`config.mk`:
```
export PLATFORM = sky130hd
export DESIGN_NAME = i2c_blkrd_master
export DESIGN_NICKNAME = d
export VERILOG_FILES = /design/src/rtl/i2c_blkrd_pkg.sv /design/src/rtl/i2c_blkrd_sync.sv /design/src/rtl/i2c_blkrd_tick.sv /design/src/rtl/i2c_blkrd_seq.sv /design/src/rtl/i2c_blkrd_master.sv
export SDC_FILE = /design/constraint.sdc
export NUM_CORES = 1
export LEC_CHECK = 0
export BUFFER_PORTS_ARGS = -buffer_cell sky130_fd_sc_hd__buf_2
export CORE_AREA = 8 8 94 96
export DETAILED_ROUTE_END_ITERATION = 16
export DIE_AREA = 0 0 102 104
export GPL_TIMING_DRIVEN = 0
export PLACE_DENSITY = 0.76
export SLEW_MARGIN = 20
export SYNTH_ARGS = -nofsm -noshare
export SYNTH_HDL_FRONTEND = slang
export SYNTH_SLANG_ARGS = --single-unit
```
`constraint.sdc`:
```
create_clock -name clk -period 6.2 [get_ports clk]
set_input_delay 0.62 -clock clk [delete_from_list [all_inputs] [get_ports clk]]
set_output_delay 0.62 -clock clk [all_outputs]
set_load 0.02 [all_outputs]
```
`src/rtl/i2c_blkrd_pkg.sv`:
```
package i2c_blkrd_pkg;

    typedef enum logic [3:0] {
        PH_IDLE,
        PH_START,
        PH_LOW,
        PH_HIGH,
        PH_RS_A,
        PH_RS_B,
        PH_RS_C,
        PH_STOP_A,
        PH_STOP_B,
        PH_STOP_C
    } phase_e;

    typedef enum logic [1:0] {
        KD_ADDR_W,
        KD_REG,
        KD_ADDR_R,
        KD_DATA
    } kind_e;

    localparam logic [3:0] ACK_SLOT = 4'd8;

endpackage

```
`src/rtl/i2c_blkrd_sync.sv`:
```
module i2c_blkrd_sync #(
    parameter int unsigned STAGES = 2
) (
    input  logic clk,
    input  logic rst_n,
    input  logic d,
    output logic q
);
    logic [STAGES-1:0] pipe_q;
    logic [STAGES-1:0] pipe_d;

    always_comb begin
        pipe_d = {pipe_q[STAGES-2:0], d};
    end

    always_ff @(posedge clk or negedge rst_n) begin
        if (!rst_n) pipe_q <= '1;
        else        pipe_q <= pipe_d;
    end

    assign q = pipe_q[STAGES-1];
endmodule

```
`src/rtl/i2c_blkrd_tick.sv`:
```
module i2c_blkrd_tick #(
    parameter int unsigned DIV_W    = 16,
    parameter int unsigned MIN_HALF = 2
) (
    input  logic             clk,
    input  logic             rst_n,
    input  logic             run,
    input  logic [DIV_W-1:0] half_div,
    output logic             tick
);
    localparam logic [DIV_W-1:0] FLOOR = DIV_W'(MIN_HALF);

    logic [DIV_W-1:0] cnt_d, cnt_q;
    logic [DIV_W-1:0] eff;

    always_comb begin
        eff   = (half_div < FLOOR) ? FLOOR : half_div;
        tick  = run && (cnt_q == eff - 1'b1);
        cnt_d = (!run || tick) ? '0 : cnt_q + 1'b1;
    end

    always_ff @(posedge clk or negedge rst_n) begin
        if (!rst_n) cnt_q <= '0;
        else        cnt_q <= cnt_d;
    end
endmodule

```
`src/rtl/i2c_blkrd_seq.sv`:
```
module i2c_blkrd_seq
    import i2c_blkrd_pkg::*;
#(
    parameter int unsigned CNT_W   = 6,
    parameter int unsigned MAX_LEN = 32
) (
    input  logic             clk,
    input  logic             rst_n,
    input  logic             tick,
    input  logic             start,
    input  logic [6:0]       tgt_addr,
    input  logic [7:0]       reg_sel,
    input  logic [CNT_W-1:0] byte_cnt,
    input  logic             sda_s,
    output logic             scl_oe,
    output logic             sda_oe,
    output logic             busy,
    output logic             done,
    output logic             dev_err,
    output logic             cnt_err,
    output logic             rx_valid,
    output logic [7:0]       rx_byte,
    output logic             edge_ok
);
    localparam logic [CNT_W-1:0] LEN_MAX = CNT_W'(MAX_LEN);
    localparam logic [CNT_W-1:0] ONE     = CNT_W'(1);

    typedef struct packed {
        phase_e           ph;
        kind_e            kind;
        logic [3:0]       bit_idx;
        logic [7:0]       shreg;
        logic [6:0]       addr;
        logic [7:0]       regv;
        logic [CNT_W-1:0] left;
        logic             sda_oe;
        logic             done;
        logic             rx_valid;
        logic             dev_err;
        logic             cnt_err;
    } seq_t;

    seq_t d, q;
    logic len_bad;
    logic drive_now;

    always_comb begin
        len_bad = (byte_cnt == '0) || (byte_cnt > LEN_MAX);

        // Pull level for the current phase; registered so SDA moves one
        // clock after SCL falls.
        case (q.ph)
            PH_START, PH_RS_C, PH_STOP_A, PH_STOP_B: drive_now = 1'b1;
            PH_LOW, PH_HIGH: begin
                if (q.kind == KD_DATA) drive_now = (q.bit_idx == ACK_SLOT) && (q.left != ONE);
                else                   drive_now = (q.bit_idx != ACK_SLOT) && !q.shreg[7];
            end
            default: drive_now = 1'b0;
        endcase

        d          = q;
        d.done     = 1'b0;
        d.rx_valid = 1'b0;
        d.sda_oe   = drive_now;

        if (q.ph == PH_IDLE) begin
            if (start) begin
                if (len_bad) begin
                    d.cnt_err = 1'b1;
                    d.dev_err = 1'b0;
                    d.done    = 1'b1;
                end else begin
                    d.ph      = PH_START;
                    d.kind    = KD_ADDR_W;
                    d.addr    = tgt_addr;
                    d.regv    = reg_sel;
                    d.shreg   = {tgt_addr, 1'b0};
                    d.bit_idx = '0;
                    d.left    = byte_cnt;
                    d.cnt_err = 1'b0;
                    d.dev_err = 1'b0;
                end
            end
        end else if (tick) begin
            case (q.ph)
                PH_START: d.ph = PH_LOW;
                PH_LOW:   d.ph = PH_HIGH;
                PH_HIGH: begin
                    d.ph = PH_LOW;
                    if (q.bit_idx != ACK_SLOT) begin
                        d.bit_idx = q.bit_idx + 1'b1;
                        d.shreg   = {q.shreg[6:0], (q.kind == KD_DATA) ? sda_s : 1'b0};
                        if (q.kind == KD_DATA && q.bit_idx == 4'd7) d.rx_valid = 1'b1;
                    end else begin
                        d.bit_idx = '0;
                        if (q.kind == KD_DATA) begin
                            if (q.left == ONE) d.ph = PH_STOP_A;
                            else               d.left = q.left - 1'b1;
                        end else if (sda_s) begin
                            d.dev_err = 1'b1;
                            d.ph      = PH_STOP_A;
                        end else begin
                            case (q.kind)
                                KD_ADDR_W: begin
                                    d.kind  = KD_REG;
                                    d.shreg = q.regv;
                                end
                                KD_REG:  d.ph   = PH_RS_A;
                                default: d.kind = KD_DATA;
                            endcase
                        end
                    end
                end
                PH_RS_A: d.ph = PH_RS_B;
                PH_RS_B: d.ph = PH_RS_C;
                PH_RS_C: begin
                    d.ph      = PH_LOW;
                    d.kind    = KD_ADDR_R;
                    d.shreg   = {q.addr, 1'b1};
                    d.bit_idx = '0;
                end
                PH_STOP_A: d.ph = PH_STOP_B;
                PH_STOP_B: d.ph = PH_STOP_C;
                PH_STOP_C: begin
                    d.ph   = PH_IDLE;
                    d.done = 1'b1;
                end
                default: d.ph = PH_IDLE;
            endcase
        end
    end

    always_ff @(posedge clk or negedge rst_n) begin
        if (!rst_n) begin
            q         <= '0;
            q.ph      <= PH_IDLE;
            q.kind    <= KD_ADDR_W;
        end else begin
            q <= d;
        end
    end

    assign scl_oe   = (q.ph == PH_LOW) || (q.ph == PH_RS_A) || (q.ph == PH_STOP_A);
    assign sda_oe   = q.sda_oe;
    assign busy     = (q.ph != PH_IDLE);
    assign done     = q.done;
    assign dev_err  = q.dev_err;
    assign cnt_err  = q.cnt_err;
    assign rx_valid = q.rx_valid;
    assign rx_byte  = q.shreg;
    assign edge_ok  = (q.ph == PH_START) || (q.ph == PH_RS_C) || (q.ph == PH_STOP_C);
endmodule

```
`src/rtl/i2c_blkrd_master.sv`:
```
module i2c_blkrd_master #(
    parameter int unsigned DIV_W       = 16,
    parameter int unsigned CNT_W       = 6,
    parameter int unsigned MAX_LEN     = 32,
    parameter int unsigned SYNC_STAGES = 2
) (
    input  logic             clk,
    input  logic             rst_n,
    input  logic             start,
    input  logic [6:0]       tgt_addr,
    input  logic [7:0]       reg_sel,
    input  logic [CNT_W-1:0] byte_cnt,
    input  logic [DIV_W-1:0] half_div,
    input  logic             sda_in,
    output logic             scl_oe,
    output logic             sda_oe,
    output logic             busy,
    output logic             done,
    output logic             dev_err,
    output logic             cnt_err,
    output logic             rx_valid,
    output logic [7:0]       rx_byte
);
    localparam int unsigned MIN_HALF = (SYNC_STAGES < 2) ? 2 : SYNC_STAGES;

    logic sda_s;
    logic tick;
    logic edge_ok;

    i2c_blkrd_sync #(.STAGES(MIN_HALF)) u_sync (
        .clk   (clk),
        .rst_n (rst_n),
        .d     (sda_in),
        .q     (sda_s)
    );

    i2c_blkrd_tick #(.DIV_W(DIV_W), .MIN_HALF(MIN_HALF)) u_tick (
        .clk      (clk),
        .rst_n    (rst_n),
        .run      (busy),
        .half_div (half_div),
        .tick     (tick)
    );

    i2c_blkrd_seq #(.CNT_W(CNT_W), .MAX_LEN(MAX_LEN)) u_seq (
        .clk      (clk),
        .rst_n    (rst_n),
        .tick     (tick),
        .start    (start),
        .tgt_addr (tgt_addr),
        .reg_sel  (reg_sel),
        .byte_cnt (byte_cnt),
        .sda_s    (sda_s),
        .scl_oe   (scl_oe),
        .sda_oe   (sda_oe),
        .busy     (busy),
        .done     (done),
        .dev_err  (dev_err),
        .cnt_err  (cnt_err),
        .rx_valid (rx_valid),
        .rx_byte  (rx_byte),
        .edge_ok  (edge_ok)
    );
endmodule

```
After elaboration in Yosys (flattened, before gate mapping)
Index checks and enable logic that the tools add are counted.
- bits in registers: 62
- bits in latches: 0
- bits in writable memories: 0
- ROM bits: 0
- memories kept: 0
- $add $sub $neg: 4
- multipliers: 0
- div/mod/pow operators: 0
- $lt $le $gt $ge: 2
- equal/unequal tests: 29
- shift operators: 0
- muxes and demuxes: 44
- bitwise logic cells: 1
- reduce and logical (&&, ||, !) cells: 30
- operator list (cell ; count):
    $mux 39 ; 2
    $mux 6 ; 7
    $mux 18 ; 2
    $mux 16 ; 2
    $pmux 14 s2 ; 1
    $pmux 4 s7 ; 1
    $mux 8 ; 3
    $eq 4x3->1 const B ; 5
    $add 16x1->16 const B ; 1
    $eq 16x16->1 ; 1
    $lt 16x2->1 const B ; 1
    $sub 16x1->16 const B ; 1
    $mux 1 ; 14
    $reduce_and 7->1 ; 2
    $eq 4x4->1 const B ; 3
    $mux 12 ; 1
    $ne 3x2->1 const B ; 4
    $ne 4x2->1 const B ; 3
    $mux 3 ; 3
    $eq 4x2->1 const B ; 2
    $mux 2 ; 4
    $mux 4 ; 2
    $reduce_and 8->1 ; 1
    $reduce_bool 2->1 ; 4
    other kinds (28) ; 40

Logic depth before layout (Yosys ltp)
Gate-level depths: netlist of run 1.
- depth after elaboration: 8
- mapped depth: 15
- gate-level depth less buffers: 12

Modules after synthesis
From an unflattened synthesis of run 1, not the netlist that was laid out.
- cells, all modules: 437
- area total of the unflattened synthesis: 4149.0 µm²
- modules (own cells, without submodules) (module ; instances ; cells each ; area an instance (µm²) ; sequential area each (µm²)):
    i2c_blkrd_seq ; 1 ; 266 ; 2591.2 ; 1101.1
    i2c_blkrd_tick ; 1 ; 169 ; 1505.2 ; 400.4
    i2c_blkrd_sync ; 1 ; 2 ; 52.6 ; 52.6

Worst setup path before layout of run 1
No wires, ideal clock.
- path type: input -> register
- start: input half_div[12]
- end: register u_seq.q (netlist bit u_seq.rx_byte[1])
- arrival: 4.662 ns
- required time: 6.127 ns
- slack: 1.465 ns
- stages on the path: 14
- buffers on the path: 2
- cells stage by stage: or4_1 -> clkbuf_1 -> nor4_1 -> nand2b_1 -> ha_1 -> or4b_4 -> or4_1 -> a21oi_1 -> o211ai_1 -> or4_4 -> or4b_1 -> buf_4 -> nand2_8 -> a2bb2oi_2
- longest elaborated chain between the ends: 7
- ends and longest elaborated chain (what ; RTL line ; RTL):
    from (decl) ; i2c_blkrd_master.sv:13 ; input logic [DIV_W-1:0] half_div,
    $lt 16x2->1 ; i2c_blkrd_tick.sv:17 ; eff = (half_div < FLOOR) ? FLOOR : half_div;
    $mux 16 * ; i2c_blkrd_tick.sv:17 ;
    $sub 16x1->16 * ; i2c_blkrd_tick.sv:18 ; tick = run && (cnt_q == eff - 1'b1);
    $eq 16x16->1 * ; i2c_blkrd_tick.sv:18 ;
    $logic_and 1x1->1 * ; i2c_blkrd_tick.sv:18 ;
    $reduce_bool 2->1 (no line) * ; n/a ;
    $reduce_and 7->1 (no line) * ; n/a ;
    to (decl) ; i2c_blkrd_seq.sv:43 ; seq_t d, q;
Mark *: on every way between the ends. The rest lies on a longest branch, timed or not.
A chain may end at the register's enable or synchronous reset.

Worst setup path in the final report of run 1
- start: input half_div[8]
- end: register u_tick.cnt_q[9]
- longest elaborated chain between the ends: 7
- ends and longest elaborated chain (what ; RTL line ; RTL):
    $lt 16x2->1 ; i2c_blkrd_tick.sv:17 ;
    $mux 16 * ; i2c_blkrd_tick.sv:17 ;
    $sub 16x1->16 * ; i2c_blkrd_tick.sv:18 ;
    $eq 16x16->1 * ; i2c_blkrd_tick.sv:18 ;
    $logic_and 1x1->1 * ; i2c_blkrd_tick.sv:18 ;
    $logic_or 1x1->1 * ; i2c_blkrd_tick.sv:19 ; cnt_d = (!run || tick) ? '0 : cnt_q + 1'b1;
    $mux 16 * ; i2c_blkrd_tick.sv:19 ;
    net u_tick.cnt_d[9] ; i2c_blkrd_tick.sv:13 ; logic [DIV_W-1:0] cnt_d, cnt_q;
    to (signal assigned) ; i2c_blkrd_tick.sv:24 ; else cnt_q <= cnt_d;
    to (decl) ; i2c_blkrd_tick.sv:13 ;
The timed path passes the listed nets; every way through them passes the cells marked *.

==> key figures, run 1 <==
STA
  • Period utilization: 0.816
  • Final setup viols: 0
  • Max transition margin: 0.355
  • Tmin final: slightly above 5 ns
  • Clock Skew: 0.0150 ns
  • Hold Violations, Final: 0
  • RSZ-0062 raised after global routing: false
  • TNS Setup: 0 ns
  • Fmax: approximately 200 MHz
  • Max Slew Vio Count: 0
  • Slew @ Worst Pin: 0.960 ns

Worst setup path
  • WP data required: 6.42 ns
  • Critical path class: input pin to register
  • R2R Path End: u_tick.cnt_q[9]$_DFF_PN0_
  • Element type at the critical path end: register
  • Crit path DAT: approximately 5.3 ns
  • Reg2Reg Launch Point: u_tick.cnt_q[6]$_DFF_PN0_
  • R2R setup slack: 3.13 ns
  • Most Frequent Cell on Critical Path: buf_2
  • Worst path slowest cell: nor4_1
  • Critical Path Source Type: input pin
  • CP max FO: 10
  • CP cell instances: buf_2 > or4_1 > buf_2 > nor4_1 > nand2b_1 > ha_1 > or4b_4 > or4_1 > a21oi_1 > o2111ai_1 > nor4_1 > nand2b_1 > clkbuf_1 > nand2_1 > buf_2 > nor2_1
  • Slowest stage delay, CP: ~0.62 ns
  • FF-to-FF path depth: 10

Place
  • Port Buffers: 55
  • Placed inst area: roughly 4400 um^2
  • Final GP Congestion: 0.891
  • Post-DP HPWL: 7600 um
  • Placed insts: 616

Drt
  • Initial drt markers: around 300
  • Number of antenna-violating nets in the routed design: 0
  • Drt via density: between 5 and 6
  • DRC Markers: 0
  • Routed WL: 10300 um
  • Vias: 3664
  • Mean routed wirelength per cell: approximately 16 um
  • Pre-antenna DRT Iters: 4

Logic synthesis
  • Synth area leaders: dfrtp_1 38%, nand2_1 8.7%, nor2_1 4.0%, xor2_1 4.0%, xnor2_1 3.5%
  • Top-count cell post-synth: nand2_1
  • Yosys top cell area share: 0.380
  • Ys async rst share: 1.00
  • Adder-Cell Fraction of Synth Area: 0.0190
  • Largest family of logic cells by synthesized area: simple AND/OR/NAND/NOR gates
  • Mapped Avg Cell Area: 8.60 um^2
  • Syn_nets: roughly 510
  • Post-Syn Area: 3950 um^2
  • Syn. warnings: 0
  • Post-synthesis cell type count: 63
  • Top cell type by total area after synthesis: dfrtp_1
  • Count of flip-flops with a built-in enable after synthesis: 0
  • Seq cells post-synth: 62
  • Synth top cells by count: 91 x nand2_1, 60 x dfrtp_1, 42 x nor2_1
  • Sequential area share after synthesis: 0.394
  • Multiplexer share of the synthesized area: 0.0101
  • Post-synthesis simple-gate area fraction: 0.293
  • Compound-cell area share of the yosys netlist: 0.163
  • Most used DFF post-synth: dfrtp_1
  • XOR/XNOR Fraction of Synth Area: 0.0754
  • Cells after Synth: 459

Die
  • Die area: roughly 11000 um^2
  • Die Ht: 104 um
  • Die Span X: 102 um
  • FP Rows: 32
  • Core area: 7450 um^2
  • Initial Util: 0.530
  • # IOs: 56

CTS
  • Clock sinks: 62
  • Longest Clk Path Bufs: 2
  • Cts hold-fix bufs: 0
  • TritonCTS Buffers: 9
  • H-tree levels: 3
  • CTS tree: yes
  • Clock transition at path regs: roughly 0.07 ns
  • Post-CTS Setup Bufs: 0
  • Post-cts repair resize count: 0
  • Clock Latency Late Sink: between 0.3 and 0.4 ns
  • CTS root buffer: clkbuf_8

Global route
  • Global-route wire length before repair: 16900 um
  • Largest net degree at the start of global routing: 63
  • GRT overflow: 0
  • Gr usage total: 0.196
  • Initial antenna violation count: 0
  • Vias in the first global route: 3686

Run status
  • Status: complete, no violations

Layout
  • Diode count: 0
  • Area growth syn-to-layout: 15.1%
  • Fill count: 700
  • Share of cells above drive strength 1: 0.194
  • Final cell count without fillers: 632
  • Nets@finish: 572
  • Final instance area: approximately 4500 um^2

Job
  • # Max-Cap Violations: 0

Power and ir drop
  • Static Leak: 2.04 nW
  • Power Density: 302 nW/um^2
  • Worst vdd ir: between 150 and 200 uV
  • Pwr Total: 0.00137 W

Hold path
  • Hold Path Class: input pin to async pin
## metal layers
layer | track usage | up-vias | part of all wire
li1 | - | 1763 | -
met3 | 0.0288 | 22 | 0.054
met1 | 0.241 | 1755 | 0.43
met2 | 0.328 | 124 | 0.49
met4 | 0.0860 | 0 | 0.022
met5 | 0 | - | 0
## placed cells by master, fill, tap and decap left out, types with 7 or more instances in the layout
master     instances
o21ai_0           21
nor2_1            42
and3_1             9
buf_2             58
a211oi_1           7
xnor2_1           16
a21oi_1           12
xor2_1            18
nor3_1            15
clkbuf_8           9
nand3_1           13
nand2_1           91
inv_1              8
buf_4             10
dfrtp_1           60
nor4_1            10
a2bb2oi_2          7
or3_1              8
clkbuf_1          17
## flip-flops by register name (all words and copies together), names as in the netlist
name	cells
u_seq.q	31
u_tick.cnt_q	16
u_seq.rx_byte	8
u_sync.pipe_q	2
u_seq.cnt_err	1
u_seq.dev_err	1
u_seq.done	1
u_seq.rx_valid	1
u_seq.sda_oe	1
## metrics by stage
| stage | setup WS [ns] | utilization | hold WS (ns) |
|---|---|---|---|
| floorplan | 1.47 | - | 0.324 |
| global placement | 0.959 | 0.584 | 0.346 |
| detailed placement | 0.820 | 0.585 | 0.347 |
| CTS | 1.19 | 0.610 | 0.356 |
| global route | 0.789 | 0.610 | 0.365 |
| finish | 1.14 | 0.610 | 0.343 |
## critical path, delay by kind of cell
kind / cells / cell delay [ns]
AO/OA/AOI/OAI: 2 / 0.37
adder cells (fa/ha/maj): 1 / 0.17
AND/OR/NAND/NOR: 9 / 3.29
buffers and inverters: 4 / 0.83
## power by group
group          switching [W]  internal (W)
logic               0.000221      0.000194
clock network       0.000164      0.000185
registers          0.0000965      0.000511
## how the worst max path moves through the flow
stage / start / endpoint / slack, ns
5_1_grt: half_div[8] / u_seq.q[7]$_DFFE_PN0P_ / 0.79
2_1_floorplan: half_div[12] / u_seq.rx_byte[1]$_DFFE_PN0P_ / 1.47
4_1_cts: half_div[8] / u_tick.cnt_q[9]$_DFF_PN0_ / 1.19
6_report: half_div[8] / u_tick.cnt_q[9]$_DFF_PN0_ / 1.14
3_5_place_dp: half_div[8] / u_seq.q[7]$_DFFE_PN0P_ / 0.82
3_3_place_gp: half_div[8] / u_tick.cnt_q[10]$_DFF_PN0_ / 0.96
## cells by family (layout without fill, tap and decap cells)
family          Yosys count  count (layout)
simple gates            230             230
compound gates           85              85
flops                    62              62
buf+inv                  38             109
xor+xnor                 34              34
fa+ha+maj                 6               6
mux                       4               4
## final cells by class
| type | instances | area [um^2] | area share |
|---|---|---|---|
| timing repair buffer | 55 | 278 | 0.0611 |
| tap | 102 | 128 | 0.0281 |
| clock buffer | 10 | 128 | 0.0281 |
| inverter | 8 | 30.0 | 0.00661 |
| clock inverter | 6 | 62.6 | 0.0138 |
| buffer | 30 | 151 | 0.0333 |
| sequential | 62 | 1550 | 0.342 |
| multi-input combinational | 359 | 2210 | 0.487 |
Note: power is estimated with default switching activity, not from simulation.
==> run 2, diff against run 1 <==
clock period = 4.8 ns   (was 6.2 ns; I/O delays follow)
==> run 2 against run 1 <==
Sequential power increased by 29%; clock-buffer cell count unchanged; critical path depth decreased by 1; first-iteration DRC count decreased by 6.6%; setup slack got worse by 0.98 ns; routed wire length increased by 0.63%; die area unchanged; critical endpoint is now u_seq.rx_byte[3]$_DFFE_PN0P_; highest routed layer unchanged.
==> key figures, run 2 (synthesis gave the netlist of run 1 again) <==
Run status
  • Status: complete, no violations

STA
  • Max Slew Vio Count: 0 (unchanged)
  • Fmax: 216 MHz
  • Final setup viols: 0 (unchanged)
  • Hold Violations, Final: 0 (unchanged)
  • RSZ-0062 raised after global routing: false
  • Tmin final: between 4 and 5 ns
  • Hold Worst Slack: 0.208 ns (-0.135 ns)
  • Max transition margin: 0.348 (-0.00716)
  • Slew @ Worst Pin: 0.971 ns (+0.0107 ns)
  • Clock Skew: 0.0129 ns (-0.00213 ns)
  • Period utilization: 0.966

Layout
  • Largest Register: u_seq.q
  • Seq. cell area: 1550 um^2 (unchanged)
  • Share of cells above drive strength 1: 0.198 (+0.00377)
  • Multi-input gate area: 2240 um^2 (+1.4%)
  • Max FFs per register: 31 (unchanged)
  • Diode count: 0 (unchanged)
  • Fill count: 693 (-1.0%)
  • Most common cell after layout, fill and taps aside: nand2_1
  • Area growth syn-to-layout: 15.8%
  • Final Core Density: 0.614 (+0.00403)
  • Final cell count without fillers: 632 (unchanged)
  • Nets@finish: 572 (unchanged)
  • Most frequent cells in the layout: 91 x nand2_1, 60 x dfrtp_1, 58 x buf_2, 42 x nor2_1, 21 x o21ai_0

Global route
  • Largest net degree at the start of global routing: 63 (unchanged)
  • Gr usage total: 0.197 (+0.000966)
  • GRT overflow: 0 (unchanged)
  • Vias in the first global route: 3703 (+0.46%)
  • Global-route wire length before repair: 17000 um (+0.49%)
  • Initial antenna violation count: 0 (unchanged)

Place
  • Post-DP HPWL: 7600 um (unchanged)
  • Placed insts: 616 (unchanged)
  • Final GP Congestion: 0.891 (unchanged)
  • Port Buffers: 55 (unchanged)

Drt
  • Met2 wire length: 5070 um (+0.70%)
  • Drt via density: 5.76 (-0.57%)
  • Routed WL: 10300 um (+0.63%)
  • Initial drt markers: 285 (-6.6%)
  • Number of antenna-violating nets in the routed design: 0 (unchanged)
  • M1 WL: 4560 um (+2.4%)
  • Vias: 3643 (-0.57%)
  • Mean routed wirelength per cell: 16.4 um (+0.63%)
  • DRC Markers: 0 (unchanged)
  • Met3 routed WL: 468 um (-16%)
  • DR top layer: met4
  • Pre-antenna DRT Iters: 5 (+1)

Power and ir drop
  • Worst vdd ir: 219 uV (+30%)
  • P_int: 0.00115 W (+29%)
  • Reg power frac: 0.442 (about the same)
  • Combinational share of power: 0.304 (+0.002)
  • Power Density: 388 nW/um^2 (+29%)
  • Sw Pwr: 0.000626 W (+30%)
  • Sw Ratio: 0.352 (+0.00133)
  • Pwr Total: 0.00178 W (+29%)
  • Clk pwr share: 0.255 (about the same)
  • Static Leak: 2.06 nW (+1.2%)

Worst setup path
  • Slowest stage delay, CP: 0.58 ns (-0.04 ns)
  • Crit-path leading delay family: simple AND/OR/NAND/NOR gates
  • Critical path origin: half_div[8]
  • Crit path DAT: 4.91 ns (-0.37 ns)
  • CP max FO: 8 (-2)
  • Worst Path Buf+Inv: 3 (-1)
  • Critical path class: input pin to register
  • R2R setup slack: 1.74 ns (-1.39 ns)
  • Reg2Reg Launch Point: u_seq.q[42]$_DFFE_PN0P_
  • WP data required: 5.08 ns (-1.34 ns)
  • CP cell instances: buf_2 > or4_1 > buf_2 > nor4_4 > nand2b_1 > ha_1 > or4b_4 > or4_1 > a21oi_1 > o211ai_1 > or4_4 > or4b_1 > buf_4 > nand2_8 > a2bb2oi_2
  • FF-to-FF path depth: 6 (-4)
  • Setup crit end: u_seq.rx_byte[3]$_DFFE_PN0P_
  • Worst path depth: 15 (-1)
  • R2R Path End: u_seq.q[7]$_DFFE_PN0P_
  • Element type at the critical path end: register
  • Worst path slowest cell: or4_4
  • Critical Path Source Type: input pin

Die
  • Core area: 7450 um^2 (unchanged)
  • Initial Util: 0.530 (unchanged)
  • Die Span X: 102 um (unchanged)
  • # IOs: 56 (unchanged)
  • Die Ht: 104 um (unchanged)
  • FP Rows: 32 (unchanged)
  • Die area: 10600 um^2 (unchanged)

CTS
  • Clock sinks: 62 (unchanged)
  • TritonCTS Buffers: 9 (unchanged)
  • H-tree levels: 3 (unchanged)
  • Clock Latency Late Sink: 0.35 ns (about the same)
  • CTS root buffer: clkbuf_8
  • Clock transition at path regs: 0.08 ns (about the same)
  • CTS tree: yes
  • Longest Clk Path Bufs: 2 (unchanged)

Job
  • # Max-Cap Violations: 0 (unchanged)

Hold path
  • Hold Path Class: input pin to async pin
-- run 2: what timing repair did --
| item | CTS | global route |
|---|---|---|
| setup buffers | 0 | 0 |
| cloned | 0 | 0 |
| setup endpoints to repair | 13 | 41 |
| hold buffers | 0 | 0 |
| resized for setup | 1 | 3 |
-- run 2: cell type report --
cell class	count	area share
clock inverters	6	0.0137
inverters	8	0.00657
flip-flops and latches	62	0.340
repair buffers	55	0.0607
multi-input cells	359	0.490
well taps	102	0.0279
clock buffers	10	0.0279
plain buffers	30	0.0331
-- run 2: stage by stage --
step	setup slack (ns)	TNS (ns)	area [um^2]
2_1_floorplan	0.205	0	3950
3_5_place_dp	-0.440	-12.30	4350
5_1_grt	0.0172	0	4570
3_3_place_gp	-0.301	-8.05	4350
6_report	0.164	0	4570
4_1_cts	0.0151	0	4550
-- run 2: power by group through the flow --
stage / Sequential, W / Combinational [W] / Clock, W
5_1_grt: 0.000803 / 0.000597 / 0.000476
3_3_place_gp: 0.000784 / 0.000518 / 0
2_1_floorplan: 0.000765 / 0.000392 / 0
3_5_place_dp: 0.000790 / 0.000537 / 0
6_report: 0.000784 / 0.000540 / 0.000452
4_1_cts: 0.000782 / 0.000539 / 0.000456
-- run 2: worst min-delay path by stage --
| stage | startpoint | end | slack (ns) | depth (start not counted) |
|---|---|---|---|---|
| after detailed placement | u_sync.pipe_q[0]$_DFF_PN1_ | u_sync.pipe_q[1]$_DFF_PN1_ | 0.35 | 0 |
| final | rst_n | u_seq.q[5]$_DFFE_PN0P_ | 0.21 | 1 |
| after global routing | sda_in | u_sync.pipe_q[0]$_DFF_PN1_ | 0.23 | 1 |
| after CTS | sda_in | u_sync.pipe_q[0]$_DFF_PN1_ | 0.23 | 1 |
| after global placement | u_sync.pipe_q[0]$_DFF_PN1_ | u_sync.pipe_q[1]$_DFF_PN1_ | 0.35 | 0 |
| after floorplan | rst_n | u_seq.cnt_err$_DFFE_PN0P_ | 0.18 | 0 |
-- run 2: per-layer routing --
| layer | vias to the layer above | track usage |
|---|---|---|
| li1 | 1758 | - |
| met2 | 113 | 0.329 |
| met3 | 22 | 0.0288 |
| met4 | 0 | 0.0892 |
| met1 | 1750 | 0.242 |
| met5 | - | 0 |
-- run 2: worst reg2reg max path, delay by kind of cell, from the launching register on --
family,cells,cell delay [ns]
and+or+nand+nor,3,1.87
AOI/OAI and AO/OA,2,0.49
DFF,1,0.41
buffers and inverters,1,0.14
==> run 3, diff against run 2 <==
ABC_AREA = 1   (was not set)
CORE_AREA = 8 8 98 100   (was 8 8 94 96)
DIE_AREA = 0 0 106 108   (was 0 0 102 104)
PLACE_DENSITY = 0.75   (was 0.76)
SYNTH_HIERARCHICAL = 1   (was not set)
==> run 3 against run 2 <==
Sequential cell count did not move; first-iteration DRC count down 22%; sequential power down 26%; critical path depth up 8; clock skew rose by 0.0061 ns; global-route usage down 0.90 points; power fell by 30%; combinational power down 66%; critical path type unchanged; largest power group unchanged; highest routed layer unchanged.
==> key figures, run 3 <==
Run status
  • Status: complete, no violations

Worst setup path
  • FF-to-FF path depth: 15 (+9)
  • Critical Path Source Type: input pin
  • Element type at the critical path end: register
  • WP data required: 5.03 ns (-0.05 ns)
  • Crit path DAT: 3.54 ns (-1.37 ns)
  • Critical path class: input pin to register
  • CP max FO: 7 (-1)

CTS
  • H-tree levels: 3 (unchanged)
  • TritonCTS Buffers: 9 (unchanged)
  • Post-CTS Setup Bufs: 0 (unchanged)
  • Clock sinks: 62 (unchanged)
  • CTS root buffer: clkbuf_8
  • CTS tree: yes
  • Clock transition at path regs: 0.07 ns (about the same)
  • Post-cts repair resize count: 0 (-1)
  • Clock Latency Late Sink: 0.35 ns (about the same)
  • Cts hold-fix bufs: 0 (unchanged)
  • Longest Clk Path Bufs: 2 (unchanged)

Place
  • Placed inst area: 4680 um^2 (+7.6%)
  • Post-DP HPWL: 7960 um (+4.7%)
  • Final GP Congestion: 0.953 (+7.0%)
  • Port Buffers: 55 (unchanged)

Layout
  • Max FFs per register: 31 (unchanged)
  • Multi-input gate area: 2310 um^2 (+3.1%)
  • Final instance area: 4890 um^2 (+6.9%)
  • Fill count: 761 (+9.8%)
  • Share of cells above drive strength 1: 0.204 (+0.00636)
  • Diode count: 0 (unchanged)
  • Most frequent cells in the layout: 161 x nand2_1, 77 x nor2_1, 72 x inv_1, 60 x dfrtp_1, 58 x buf_2
  • Final Core Density: 0.607 (-0.00678)
  • Nets@finish: 712 (+24%)
  • Most common cell after layout, fill and taps aside: nand2_1
  • Largest Register: u_seq/q
  • Seq. cell area: 1550 um^2 (unchanged)
  • Area growth syn-to-layout: 14.4%

STA
  • Hold Violations, Final: 0 (unchanged)
  • Max Slew Vio Count: 0 (unchanged)
  • RSZ-0062 raised after global routing: false
  • Max transition margin: 0.476 (+0.128)
  • Hold Worst Slack: 0.201 ns (-0.00766 ns)
  • Clock Skew: 0.0191 ns (+0.00615 ns)
  • Period utilization: 0.691 (-0.275)
  • TNS Setup: 0 ns (unchanged)
  • Tmin final: 3.32 ns (-1.32 ns)
  • Final setup viols: 0 (unchanged)
  • Slew @ Worst Pin: 0.786 ns (-0.185 ns)
  • Fmax: 301 MHz (+40%)

Global route
  • Initial antenna violation count: 0 (unchanged)
  • Vias in the first global route: 3869 (+4.5%)
  • GRT overflow: 0 (unchanged)
  • Largest net degree at the start of global routing: 63 (unchanged)
  • Gr usage total: 0.188 (-0.00895)
  • Global-route wire length before repair: 17700 um (+4.3%)

Logic synthesis
  • Cells after Synth: 599 (+31%)
  • Mapped Avg Cell Area: 7.14 um^2 (-17%)
  • Syn_nets: 646 (+28%)
  • Post-Syn Area: 4270 um^2 (+8.3%)
  • Syn. warnings: 6 (+6)

Drt
  • Drt via density: 5.20 (-9.8%)
  • DRC Markers: 0 (unchanged)
  • Number of antenna-violating nets in the routed design: 0 (unchanged)
  • Mean routed wirelength per cell: 13.5 um (-17%)
  • Initial drt markers: 222 (-22%)
  • Vias: 4029 (+11%)
  • Routed WL: 10500 um (+1.3%)
  • Pre-antenna DRT Iters: 5 (unchanged)

Power and ir drop
  • Power Density: 254 nW/um^2 (-35%)
  • Static Leak: 2.61 nW (+27%)
  • Worst vdd ir: 147 uV (-33%)

Die
  • Initial Util: 0.531 (+0.000773)
  • FP Rows: 33 (+3.1%)
  • Die area: 11400 um^2 (+7.9%)
  • Core area: 8050 um^2 (+8.1%)
  • # IOs: 56 (unchanged)
  • Die Span X: 106 um (+3.9%)
  • Die Ht: 108 um (+3.8%)

Hold path
  • Hold Path Class: input pin to async pin

Job
  • # Max-Cap Violations: 0 (unchanged)
## run 3: changes by cell type in the layout (fill, tap and decap cells not counted), sizes merged, moves of 9 or more
cell    change
and3        -9
clkbuf     -16
inv        +69
nand2      +82
nand3      +31
nand4      +18
nor2       +56
o21ai      +10
## run 3: final timing paths
path,endpoint,startpoint,slack (ns)
max,u_seq/q[34]$_DFFE_PN0P_,half_div[12],1.48
min,u_seq/q[7]$_DFFE_PN0P_,rst_n,0.20
max reg2reg,u_seq/q[34]$_DFFE_PN0P_,u_tick/cnt_q[4]$_DFF_PN0_,2.16
min reg2reg,u_sync/pipe_q[1]$_DFF_PN1_,u_sync/pipe_q[0]$_DFF_PN1_,0.36
max in group asynchronous,u_seq/rx_byte[7]$_DFFE_PN0P_,rst_n,4.07
min in group clk,u_sync/pipe_q[0]$_DFF_PN1_,sda_in,0.23
## run 3: power breakdown
part | total [W] | switching (W) | internal, W
logic | 0.000182 | 0.000108 | 0.0000742
registers | 0.000583 | 0.0000305 | 0.000552
clock network | 0.000479 | 0.000223 | 0.000256
## run 3: final cells by class
cell class	count	share of cell area
Buffer	16	0.0251
Timing Repair Buffer	55	0.0568
Sequential cell	62	0.318
Inverter	76	0.0583
Tap cell	105	0.0269
Multi-Input combinational cell	445	0.473
Clock buffer	10	0.0281
Clock inverter	6	0.0141
## run 3: worst max-delay path, stage by stage
cell and delay, ns:
buf_2 0.12, nor2_2 0.15, nand2_1 0.12, nor2_4 0.15
nand2_4 0.08, nand2_1 0.08, ha_1 0.21, nand2_1 0.08
nor2_1 0.18, xor2_1 0.23, inv_1 0.06, nor2_1 0.14
nand2_1 0.07, nor2_1 0.10, nand4_1 0.11, nor3_1 0.40
nand2_2 0.21, nand2_1 0.10, nand2_1 0.07, inv_2 0.09
nand2_2 0.11, nand2_1 0.11, o21ai_1 0.08
## run 3: routing by layer
layer / vias up / global-route usage / routed length, um
li1: 2028 / - / -
met1: 1896 / 0.232 / 4670
met2: 96 / 0.323 / 5190
met3: 9 / 0.0405 / 513
met4: 0 / 0.0613 / 101
met5: - / 0 / 0
## run 3: per-stage QoR
step / power, W / instances / setup slack [ns]
floorplan: 0.000709 / 599 / 1.95
global placement: 0.000765 / 759 / 1.29
detailed placement: 0.000774 / 759 / 1.17
CTS: 0.00125 / 775 / 1.50
global route: 0.00130 / 775 / 1.15
finish: 0.00124 / 775 / 1.48
